[config.mk]
export PLATFORM = sky130hd
export DESIGN_NAME = plane_dispatch
export DESIGN_NICKNAME = d
export VERILOG_FILES = /design/src/rtl/plane_dispatch.sv
export SDC_FILE = /design/constraint.sdc
export NUM_CORES = 1
export LEC_CHECK = 0
export BUFFER_PORTS_ARGS = -buffer_cell sky130_fd_sc_hd__buf_2
export CAP_MARGIN = 20
export CORE_UTILIZATION = 55
export CTS_CLUSTER_SIZE = 24
export DETAILED_ROUTE_END_ITERATION = 10
export PLACE_DENSITY_LB_ADDON = 0.3
export SETUP_SLACK_MARGIN = 0.4
export SKIP_LAST_GASP = 1
export SLEW_MARGIN = 20
export SYNTH_ARGS = -nofsm -noshare
export SYNTH_HDL_FRONTEND = slang
export SYNTH_SLANG_ARGS = --single-unit
[constraint.sdc]
create_clock -name clk -period 4.1 [get_ports clk]
set_clock_uncertainty 0.1 [all_clocks]
set_input_delay 0.41 -clock clk [delete_from_list [all_inputs] [get_ports clk]]
set_output_delay 0.41 -clock clk [all_outputs]
set_load 0.03 [all_outputs]
[src/rtl/plane_dispatch.sv]
module plane_dispatch #(
  parameter int NPL    = 5,
  parameter int NACT   = 4,
  parameter int DEPTH  = 8,
  parameter int DEST_W = 4,
  parameter int DATA_W = 16,
  parameter int TMO_W  = 8,
  parameter int ERR_W  = 8
) (
  input  logic                  clk,
  input  logic                  rst_n,
  input  logic [TMO_W-1:0]      tmo_cycles,
  input  logic                  in_valid,
  output logic                  in_ready,
  input  logic [DEST_W-1:0]     in_dest,
  input  logic [DATA_W-1:0]     in_data,
  input  logic [NPL-1:0]        plane_fail,
  output logic [NPL-1:0]        req_valid,
  output logic [NPL*DEST_W-1:0] req_dest,
  input  logic [NPL-1:0]        gnt_valid,
  input  logic [NPL*DEST_W-1:0] gnt_dest,
  output logic [NPL-1:0]        cell_valid,
  output logic [NPL*DEST_W-1:0] cell_dest,
  output logic [NPL*DATA_W-1:0] cell_data,
  output logic [ERR_W-1:0]      err_cnt
);

  localparam int PW = $clog2(NPL);
  localparam int IW = $clog2(DEPTH);
  localparam logic [1:0] S_FREE = 2'd0, S_WAIT = 2'd1, S_PEND = 2'd2, S_GRNT = 2'd3;
  localparam logic [ERR_W-1:0] ERR_MAX = '1;

  logic [1:0]        st      [DEPTH];
  logic [DEST_W-1:0] e_dest  [DEPTH];
  logic [DATA_W-1:0] e_data  [DEPTH];
  logic [DEPTH-1:0]  e_older [DEPTH];
  logic [PW-1:0]     e_plane [DEPTH];

  logic [NPL-1:0]    trk_valid, trk_gnt;
  logic [DEST_W-1:0] trk_dest [NPL];
  logic [IW-1:0]     trk_idx  [NPL];
  logic [TMO_W-1:0]  trk_tmr  [NPL];
  logic [PW-1:0]     rr_ptr;

  logic [NPL-1:0]    elig, g_ok, g_bad, t_hit, rel;
  logic              free_any, wait_any, send_go, pick_ok, issue, accept;
  logic [IW-1:0]     alloc_idx, wait_idx, send_idx;
  logic [PW-1:0]     pick_pl, send_pl;
  logic [DEPTH-1:0]  same_d;
  logic [ERR_W-1:0]  err_nx;

  always_comb begin
    automatic int n = 0;
    elig = '0;
    for (int p = 0; p < NPL; p++)
      if (!plane_fail[p] && n < NACT) begin
        elig[p] = 1'b1;
        n++;
      end
  end

  always_comb begin
    free_any = 1'b0; alloc_idx = '0;
    wait_any = 1'b0; wait_idx  = '0;
    send_go  = 1'b0; send_idx  = '0;
    for (int i = DEPTH-1; i >= 0; i--) begin
      if (st[i] == S_FREE) begin free_any = 1'b1; alloc_idx = IW'(i); end
      if (st[i] == S_WAIT) begin wait_any = 1'b1; wait_idx = IW'(i); end
      if (st[i] == S_GRNT && e_older[i] == '0 && !plane_fail[e_plane[i]]) begin
        send_go = 1'b1; send_idx = IW'(i);
      end
    end
  end

  assign send_pl  = e_plane[send_idx];
  assign in_ready = free_any;
  assign accept   = in_valid && free_any;

  always_comb begin
    pick_ok = 1'b0; pick_pl = '0;
    for (int off = NPL-1; off >= 0; off--) begin
      automatic int q = int'(rr_ptr) + off;
      if (q >= NPL) q = q - NPL;
      if (elig[q] && !trk_valid[q]) begin pick_ok = 1'b1; pick_pl = PW'(q); end
    end
  end

  assign issue = pick_ok && wait_any;

  always_comb begin
    for (int p = 0; p < NPL; p++) begin
      g_ok[p]  = gnt_valid[p] && trk_valid[p] && !trk_gnt[p] && !plane_fail[p] &&
                 trk_dest[p] == gnt_dest[p*DEST_W +: DEST_W];
      g_bad[p] = gnt_valid[p] && !g_ok[p];
      t_hit[p] = trk_valid[p] && !trk_gnt[p] && !g_ok[p] && tmo_cycles != '0 &&
                 (trk_tmr[p] + TMO_W'(1)) >= tmo_cycles;
      rel[p]   = trk_valid[p] && (plane_fail[p] || t_hit[p]);
    end
  end

  always_comb
    for (int j = 0; j < DEPTH; j++)
      same_d[j] = st[j] != S_FREE && e_dest[j] == in_dest && !(send_go && send_idx == IW'(j));

  always_comb begin
    automatic int s = int'(err_cnt) + $countones(g_bad);
    if (s > int'(ERR_MAX)) s = int'(ERR_MAX);
    err_nx = ERR_W'(s);
  end

  always_ff @(posedge clk or negedge rst_n) begin
    if (!rst_n) begin
      for (int i = 0; i < DEPTH; i++) begin
        st[i] <= S_FREE; e_dest[i] <= '0; e_data[i] <= '0;
        e_older[i] <= '0; e_plane[i] <= '0;
      end
      for (int p = 0; p < NPL; p++) begin
        trk_dest[p] <= '0; trk_idx[p] <= '0; trk_tmr[p] <= '0;
      end
      trk_valid <= '0; trk_gnt <= '0; rr_ptr <= '0;
      req_valid <= '0; req_dest <= '0;
      cell_valid <= '0; cell_dest <= '0; cell_data <= '0;
      err_cnt <= '0;
    end else begin
      req_valid  <= '0;
      cell_valid <= '0;
      err_cnt    <= err_nx;

      for (int p = 0; p < NPL; p++) begin
        if (rel[p]) begin
          trk_valid[p] <= 1'b0;
          trk_gnt[p]   <= 1'b0;
          st[trk_idx[p]] <= S_WAIT;
        end else if (send_go && send_pl == PW'(p)) begin
          trk_valid[p] <= 1'b0;
          trk_gnt[p]   <= 1'b0;
        end else if (g_ok[p]) begin
          trk_gnt[p] <= 1'b1;
          st[trk_idx[p]] <= S_GRNT;
        end else if (trk_valid[p] && !trk_gnt[p] && tmo_cycles != '0) begin
          trk_tmr[p] <= trk_tmr[p] + TMO_W'(1);
        end
        if (issue && pick_pl == PW'(p)) begin
          trk_valid[p] <= 1'b1;
          trk_gnt[p]   <= 1'b0;
          trk_dest[p]  <= e_dest[wait_idx];
          trk_idx[p]   <= wait_idx;
          trk_tmr[p]   <= '0;
          req_valid[p] <= 1'b1;
          req_dest[p*DEST_W +: DEST_W] <= e_dest[wait_idx];
        end
      end

      if (issue) begin
        st[wait_idx]      <= S_PEND;
        e_plane[wait_idx] <= pick_pl;
        rr_ptr <= (pick_pl == PW'(NPL-1)) ? '0 : pick_pl + PW'(1);
      end

      if (send_go) begin
        st[send_idx] <= S_FREE;
        cell_valid[send_pl] <= 1'b1;
        cell_dest[send_pl*DEST_W +: DEST_W] <= e_dest[send_idx];
        cell_data[send_pl*DATA_W +: DATA_W] <= e_data[send_idx];
        for (int i = 0; i < DEPTH; i++) e_older[i][send_idx] <= 1'b0;
      end

      if (accept) begin
        st[alloc_idx]      <= S_WAIT;
        e_dest[alloc_idx]  <= in_dest;
        e_data[alloc_idx]  <= in_data;
        e_older[alloc_idx] <= same_d;
      end
    end
  end

endmodule

==> impl_metrics.py, run 1 <==
metrics = {
    "yosys": {
        "synth_top_cell_by_area": "sky130_fd_sc_hd__dfrtp_1",
        "synth_top_cells_by_area": "sky130_fd_sc_hd__dfrtp_1 (46%), sky130_fd_sc_hd__mux2_2 (8.1%), sky130_fd_sc_hd__mux2i_1 (5.3%)",
        "ys_seq_elements": 470,
        "synth_top_cell_area_share_pct": 45.6,
        "synthesis.instances": 2472,
        "syn-mean-instance-area_sq_um": 10.4,
        "synth_warnings": 0,
        "number_of_flops_mapped_to_enable_cells_by_yosys": 0,
        "prevailing_post_synth_register_cell": "sky130_fd_sc_hd__dfrtp_1",
        "netlist_area_sq_um": 25800,
        "synth_fp_nets": 2610,
        "post_synth_num_cell_types": 90,
        "synth-async-reset-ratio_pct": 100,
        "synth_seq_area_share_pct": 45.6,
    },
    "routing": {
        "detailedRoute.firstPassIterationCount": 6,
        "vias": 23400,
        "post_drt_via_cell_ratio": 6.46,
        "drt_first_iter_violations": 2394,
        "wl_um": 93300,
        "postRouteAntennaNets": 0,
        "detail_route.wl_per_cell_um": 25.8,
        "drcViolationCount": 0,
    },
    "worst_setup_path": {
        "setup.worst_path.start_class": "flip-flop",
        "r2r-end": "st[0]$_DFF_PN0_",
        "setup.worst_path.end_class": "flip-flop",
        "worst_ep_arrival_time_ns": 4.53,
        "path_class": "flip-flop to flip-flop",
        "critical_path.max_fanout": 5,
        "crit_path_start": "e_older[13]$_DFF_PN0_",
        "reg2reg_depth": 15,
        "r2r_setup_slack_ns": -0.09,
        "crit_required_ns": 4.44,
        "reg2reg_from": "e_older[13]$_DFF_PN0_",
    },
    "final_layout": {
        "insertedDiodeCount": 0,
        "layout_cells_sized_above_1_pct": 37.0,
        "layout-area-overhead-vs-synth_pct": 31.2,
        "num-fill-cells": 3075,
        "layout.nets": 3121,
    },
    "placed_design": {
        "gp_congestion": 1.03,
        "buffer_ports.inserted": 199,
        "post-dp-hpwl_um": 64200,
    },
    "clocking": {
        "cts_buf_count": 52,
        "cts.root.buffer_cell": "sky130_fd_sc_hd__clkbuf_16",
        "clk_latency_ns": 0.63,
        "cts_sinks": 470,
        "cts_tree": "built",
        "cts_clock_pin_slew_for_the_worst_setup_and_hold_paths_ns": 0.06,
        "clock_path_buffers": 3,
        "total_number_of_h_tree_levels": 2,
    },
    "floorplan": {
        "chipHeight_um": 219,
        "rows": 78,
        "initial_standard_cell_utilization_of_the_core_pct": 56.4,
        "placeableCoreArea_sq_um": 45800,
        "boundaryPins": 200,
        "die_width_um": 219,
        "die_area_sq_um": 47800,
    },
    "timing": {
        "timing.fmax_mhz": 239,
        "fin_setup_tns_ns": -0.0919,
        "post_layout_worst_setup_margin_ns": -0.0919,
        "finalWorstPathRequiredPeriod_ns": 4.19,
        "setup_repair_after_global_routing_missed_its_margin": "yes",
        "worst_slew_margin_rel_pct": 9.79,
        "setup_viol": 1,
        "drv_slew": 0,
        "final.period_utilization_pct": 102,
        "hold_viol_final": 0,
        "timing_worst_slew_pin_value_ns": 1.34,
        "timing.hold.ws_ns": 0.111,
    },
    "min_path": {
        "timing.hold.worst_path_depth": 3,
        "hold_start": "in_dest[2]",
        "min_to": "e_dest[6]$_DFFE_PN0P_",
        "worstHoldPathType": "input port to flip-flop",
    },
    "global_routing": {
        "first_pass_grt_wire_length_um": 135000,
        "antenna_found_initial": 1,
        "grt_start_max_net_pins": 104,
        "grt_pass1_vias": 22700,
        "groute.usage.overall_pct": 37.3,
        "overflow": 0,
    },
    "run": {
        "max_cap_viol": 0,
    },
    "run_status": {
        "status": "finished, violations left",
        "failing_checks": "negative setup slack",
    },
}
[worst max-delay path, cell delays in order, from the launching register on]
cell and delay (ns):
sky130_fd_sc_hd__dfrtp_1 0.41, sky130_fd_sc_hd__nor4b_4 0.47, sky130_fd_sc_hd__nand4_1 0.26, sky130_fd_sc_hd__o211a_1 0.30
sky130_fd_sc_hd__o221a_4 0.26, sky130_fd_sc_hd__mux2_4 0.31, sky130_fd_sc_hd__o221ai_2 0.14, sky130_fd_sc_hd__o21ai_2 0.11
sky130_fd_sc_hd__inv_2 0.10, sky130_fd_sc_hd__ha_4 0.17, sky130_fd_sc_hd__ha_4 0.16, sky130_fd_sc_hd__a211o_1 0.20
sky130_fd_sc_hd__nor2_2 0.07, sky130_fd_sc_hd__or4_4 0.52, sky130_fd_sc_hd__nor4b_2 0.30, sky130_fd_sc_hd__a211oi_1 0.13
[synth_stat cells (8+ instances only)]
cell,number
sky130_fd_sc_hd__nand4_1,21
sky130_fd_sc_hd__a22o_1,20
sky130_fd_sc_hd__mux2_4,10
sky130_fd_sc_hd__or3_1,10
sky130_fd_sc_hd__o21a_1,8
sky130_fd_sc_hd__xor2_1,50
sky130_fd_sc_hd__inv_1,65
sky130_fd_sc_hd__o22ai_1,37
sky130_fd_sc_hd__nor2_1,206
sky130_fd_sc_hd__dfrtp_1,470
sky130_fd_sc_hd__xnor2_1,64
sky130_fd_sc_hd__a22oi_1,24
sky130_fd_sc_hd__mux2i_1,137
sky130_fd_sc_hd__or2_2,15
sky130_fd_sc_hd__nor2b_1,59
sky130_fd_sc_hd__and2_1,19
sky130_fd_sc_hd__clkbuf_1,72
sky130_fd_sc_hd__a211oi_1,36
sky130_fd_sc_hd__o22a_1,11
sky130_fd_sc_hd__ha_1,74
sky130_fd_sc_hd__nor3_1,50
sky130_fd_sc_hd__nand3_1,57
sky130_fd_sc_hd__o221ai_1,28
sky130_fd_sc_hd__a31oi_1,17
sky130_fd_sc_hd__nor3b_1,10
sky130_fd_sc_hd__nand2b_1,32
sky130_fd_sc_hd__and3_1,18
sky130_fd_sc_hd__o2bb2ai_1,23
sky130_fd_sc_hd__buf_1,17
sky130_fd_sc_hd__o31ai_1,24
sky130_fd_sc_hd__mux4_2,9
sky130_fd_sc_hd__a311oi_1,10
sky130_fd_sc_hd__nand2_1,222
sky130_fd_sc_hd__buf_2,21
sky130_fd_sc_hd__a21o_1,15
sky130_fd_sc_hd__a21oi_1,49
sky130_fd_sc_hd__o21ai_0,85
sky130_fd_sc_hd__nor4_1,36
sky130_fd_sc_hd__nor4b_1,21
sky130_fd_sc_hd__mux2_2,185
[layout by cell type, fill, tap and decap left out, types with 52 or more instances in the layout]
cell and instances:
sky130_fd_sc_hd__dfrtp_1 463, sky130_fd_sc_hd__ha_1 54, sky130_fd_sc_hd__inv_1 57, sky130_fd_sc_hd__xnor2_1 62, sky130_fd_sc_hd__nand3_1 55, sky130_fd_sc_hd__clkbuf_16 62, sky130_fd_sc_hd__o21ai_0 52, sky130_fd_sc_hd__buf_4 295
sky130_fd_sc_hd__mux2_2 184, sky130_fd_sc_hd__mux2i_1 132, sky130_fd_sc_hd__nor2_1 193, sky130_fd_sc_hd__buf_2 198, sky130_fd_sc_hd__nand2_1 212
[layout make-up]
type / count / area [sq um] / area share (%)
tap: 600 / 751 / 2.22
multi-input combinational: 1819 / 14900 / 44.0
timing repair buffer: 571 / 4420 / 13.1
clock inverter: 18 / 194 / 0.573
sequential: 470 / 11800 / 34.8
inverter: 69 / 279 / 0.825
clock buffer: 76 / 1540 / 4.56
[cells by family after synthesis]
group | count (synthesis) | synth area share [%]
xor+xnor | 114 | 3.87
flops | 470 | 45.6
mux | 341 | 14.8
simple gates | 823 | 16.0
buf+inv | 186 | 2.99
fa+ha+maj | 77 | 3.82
compound gates | 461 | 12.9
[state kept, by name (all words and copies together), names as in the netlist]
register / flops
cell_data: 80
cell_dest: 20
cell_valid: 5
e_data: 128
e_dest: 32
e_older: 64
e_plane: 24
err_cnt: 8
req_dest: 16
req_valid: 5
rr_ptr: 3
st: 16
trk_dest: 4
trk_gnt: 5
trk_idx: 15
trk_tmr: 40
trk_valid: 5
[through the flow]
stage                     setup slack, ns  util [%]  std cells  cell area (sq um)
after floorplan                     0.133         -       2472              26200
after global placement             -0.404      64.9       3425              29700
after detailed placement           -0.432      64.9       3426              29700
after CTS                           0.103      70.2       3561              32100
after global routing               -0.149      73.9       3623              33800
final                             -0.0919      73.9       3623              33800
[layer usage]
| metal | global-route usage [%] | up-vias | share of wire (%) |
|---|---|---|---|
| li1 | - | 10000 | - |
| met4 | 12.4 | 2 | 3.3 |
| met2 | 56.9 | 1263 | 45 |
| met1 | 52.1 | 11900 | 41 |
| met5 | 0 | - | 0.014 |
| met3 | 9.03 | 229 | 10 |
[worst max path at each step]
stage                             to  slack, ns  cells past startpoint
floorplan            st[0]$_DFF_PN0_       0.13                     17
global placement     st[0]$_DFF_PN0_      -0.40                     15
detailed placement  st[10]$_DFF_PN0_      -0.43                     15
CTS                  st[0]$_DFF_PN0_       0.10                     16
global route         st[0]$_DFF_PN0_      -0.15                     15
finish               st[0]$_DFF_PN0_      -0.09                     15
[what timing repair did]
| action | CTS | global route |
|---|---|---|
| pin swaps | 18 | 63 |
| endpoints found under the hold margin | 110 | 0 |
| cloned | 4 | 16 |
| setup buffers | 20 | 46 |
| gates resized for setup | 86 | 218 |
| hold buffers | 17 | 0 |
| setup endpoints to repair | 240 | 240 |
Power of run 1 is not shown: default switching activity piles up to over one toggle a cycle in this logic, so the estimate is an artifact.
==> run 2, diff against run 1 <==
CORE_UTILIZATION = 60   (was 55)
GPL_TIMING_DRIVEN = 0   (was not set)
SETUP_SLACK_MARGIN = 0.2   (was 0.4)
clock period = 4.8 ns   (was 4.1 ns; I/O delays follow)
==> run 2 against run 1 <==
Compared with the run above: critical path type unchanged; the run now ends clean; final cell count is 7.5% lower; largest cell class unchanged; clock-buffer cell count down 2; die area decreased by 8.3%.
==> impl_metrics.py, run 2 (same netlist as run 1, synthesis figures left out) <==
metrics = {
    "run_status": {
        "status": "complete, no violations",
    },
    "worst_setup_path": {
        "path_class": "flip-flop to flip-flop",
        "worstPathCellList": "nor4b_1 -> nand4_1 -> o211a_1 -> o221a_1 -> buf_6 -> mux2_4 -> o221ai_2 -> o21ai_4 -> inv_2 -> ha_1 -> ha_4 -> a21boi_2 -> and4_1 -> or4_1 -> nor4b_2 -> a211oi_1",
        "worst_ep_arrival_time_ns": 4.93,
        "setup.worst_path.end_class": "flip-flop",
        "timing.critical_path.buf_inv": 2,
        "timing.critical_path.depth": 16,
        "critical_path.max_fanout": 9,
        "critical-path-slowest-cell": "sky130_fd_sc_hd__or4_1",
        "setup.worst_path.start_class": "flip-flop",
        "crit_required_ns": 5.16,
        "critical_path_s_largest_stage_delay_ns": 0.53,
        "path_delay_family": "simple AND/OR/NAND/NOR gates",
        "reg2reg_depth": 16,
        "r2r_setup_slack_ns": 0.24,
    },
    "final_layout": {
        "layout-area-overhead-vs-synth_pct": 16.8,
        "layout.nets": 2906,
        "number_of_flip_flops_in_the_largest_register": 128,
        "register_with_the_most_flip_flops": "e_data",
        "largestRegisters": "e_data: 128 flops, cell_data: 80 flops, e_older: 64 flops",
        "final_cell_mix": "sky130_fd_sc_hd__dfrtp_1 (465), sky130_fd_sc_hd__nand2_1 (221), sky130_fd_sc_hd__buf_2 (214)",
        "finalCoreUtilization_pct": 71.5,
        "layout_cells_sized_above_1_pct": 23.8,
        "mostFrequentLayoutCell": "sky130_fd_sc_hd__dfrtp_1",
    },
    "timing": {
        "finalWorstPathRequiredPeriod_ns": 4.56,
        "final.period_utilization_pct": 95.1,
        "drv_slew": 0,
        "post_layout_worst_setup_margin_ns": 0.236,
        "setup_viol": 0,
        "fin_setup_tns_ns": 0,
        "worst_slew_margin_rel_pct": 15.2,
        "timing.hold.ws_ns": 0.0436,
        "hold_viol_final": 0,
        "timing.fmax_mhz": 219,
        "setup_repair_after_global_routing_missed_its_margin": "yes",
        "timing_worst_slew_pin_value_ns": 1.26,
    },
    "placed_design": {
        "gp_congestion": 0.995,
        "post-dp-hpwl_um": 61200,
        "pre_cts_ws_ns": -1.02,
        "buffer_ports.inserted": 195,
    },
    "clocking": {
        "cts_buf_count": 50,
        "cts.root.buffer_cell": "sky130_fd_sc_hd__clkbuf_16",
        "clock_path_buffers": 3,
        "cts_sinks": 470,
        "total_number_of_h_tree_levels": 2,
        "clk_latency_ns": 0.62,
        "cts_tree": "built",
        "cts_clock_pin_slew_for_the_worst_setup_and_hold_paths_ns": 0.06,
    },
    "global_routing": {
        "overflow": 0,
        "first_pass_grt_wire_length_um": 129000,
        "antenna_found_initial": 9,
        "grt_start_max_net_pins": 98,
        "groute.usage.overall_pct": 38.6,
        "grt_pass1_vias": 21900,
    },
    "routing": {
        "drt_first_iter_violations": 2566,
        "postRouteAntennaNets": 0,
        "post_drt_via_cell_ratio": 6.59,
        "wl_um": 84600,
        "vias": 22100,
        "detail_route.wl_per_cell_um": 25.2,
        "detailedRoute.firstPassIterationCount": 6,
        "drcViolationCount": 0,
    },
    "floorplan": {
        "die_area_sq_um": 43800,
        "placeableCoreArea_sq_um": 42100,
        "rows": 75,
        "die_width_um": 209,
        "initial_standard_cell_utilization_of_the_core_pct": 61.2,
        "boundaryPins": 200,
        "chipHeight_um": 209,
    },
    "min_path": {
        "worstHoldPathType": "input port to flip-flop",
        "timing.hold.worst_path_depth": 3,
    },
    "run": {
        "max_cap_viol": 0,
    },
}
-- run 2: cell type report --
class / count / area, sq um
clock inverters: 18 / 305
inverters: 69 / 263
well taps: 539 / 674
repair buffers: 244 / 1460
flip-flops and latches: 470 / 11800
fillers: 3031 / 12000
multi-input cells: 1816 / 13700
plain buffers: 117 / 534
diodes: 3 / 7.51
clock buffers: 74 / 1430
-- run 2: what timing repair did --
action	in CTS	in global routing
endpoints found under the setup margin	227	199
setup buffers	13	24
hold endpoints to repair	54	0
gates resized for setup	41	49
pin swaps	4	9
hold buffers	1	0
-- run 2: routing by layer --
metal | vias to the layer above | global-route usage [%] | wire length [um]
met1 | 11100 | 52.8 | 34700
met5 | - | 0 | 66
li1 | 9581 | - | -
met2 | 1158 | 59.3 | 38100
met4 | 10 | 15.3 | 3170
met3 | 243 | 9.65 | 8500
-- run 2: final timing paths --
check	from	endpoint
min in group asynchronous	rst_n	req_dest[4]$_DFFE_PN0P_
worst min register to register	e_data[31]$_DFFE_PN0P_	e_data[31]$_DFFE_PN0P_
worst max register to register	st[3]$_DFF_PN0_	st[0]$_DFF_PN0_
worst min-delay path	in_data[15]	e_data[31]$_DFFE_PN0P_
max in group asynchronous	rst_n	cell_data[51]$_DFFE_PN0P_
worst max-delay path	st[3]$_DFF_PN0_	st[0]$_DFF_PN0_
-- run 2: metrics by stage --
stage,std cells,cell area [sq um]
final,3350,30100
after global routing,3350,30100
after CTS,3323,29700
after detailed placement,3217,27700
after global placement,3206,27400
after floorplan,2472,25800
-- run 2: worst min-delay path: stages --
cell                      delay (ns)
sky130_fd_sc_hd__buf_2          0.14
sky130_fd_sc_hd__nand2_1        0.06
sky130_fd_sc_hd__nand2_1        0.04
Power of run 2 is left out for the same reason.
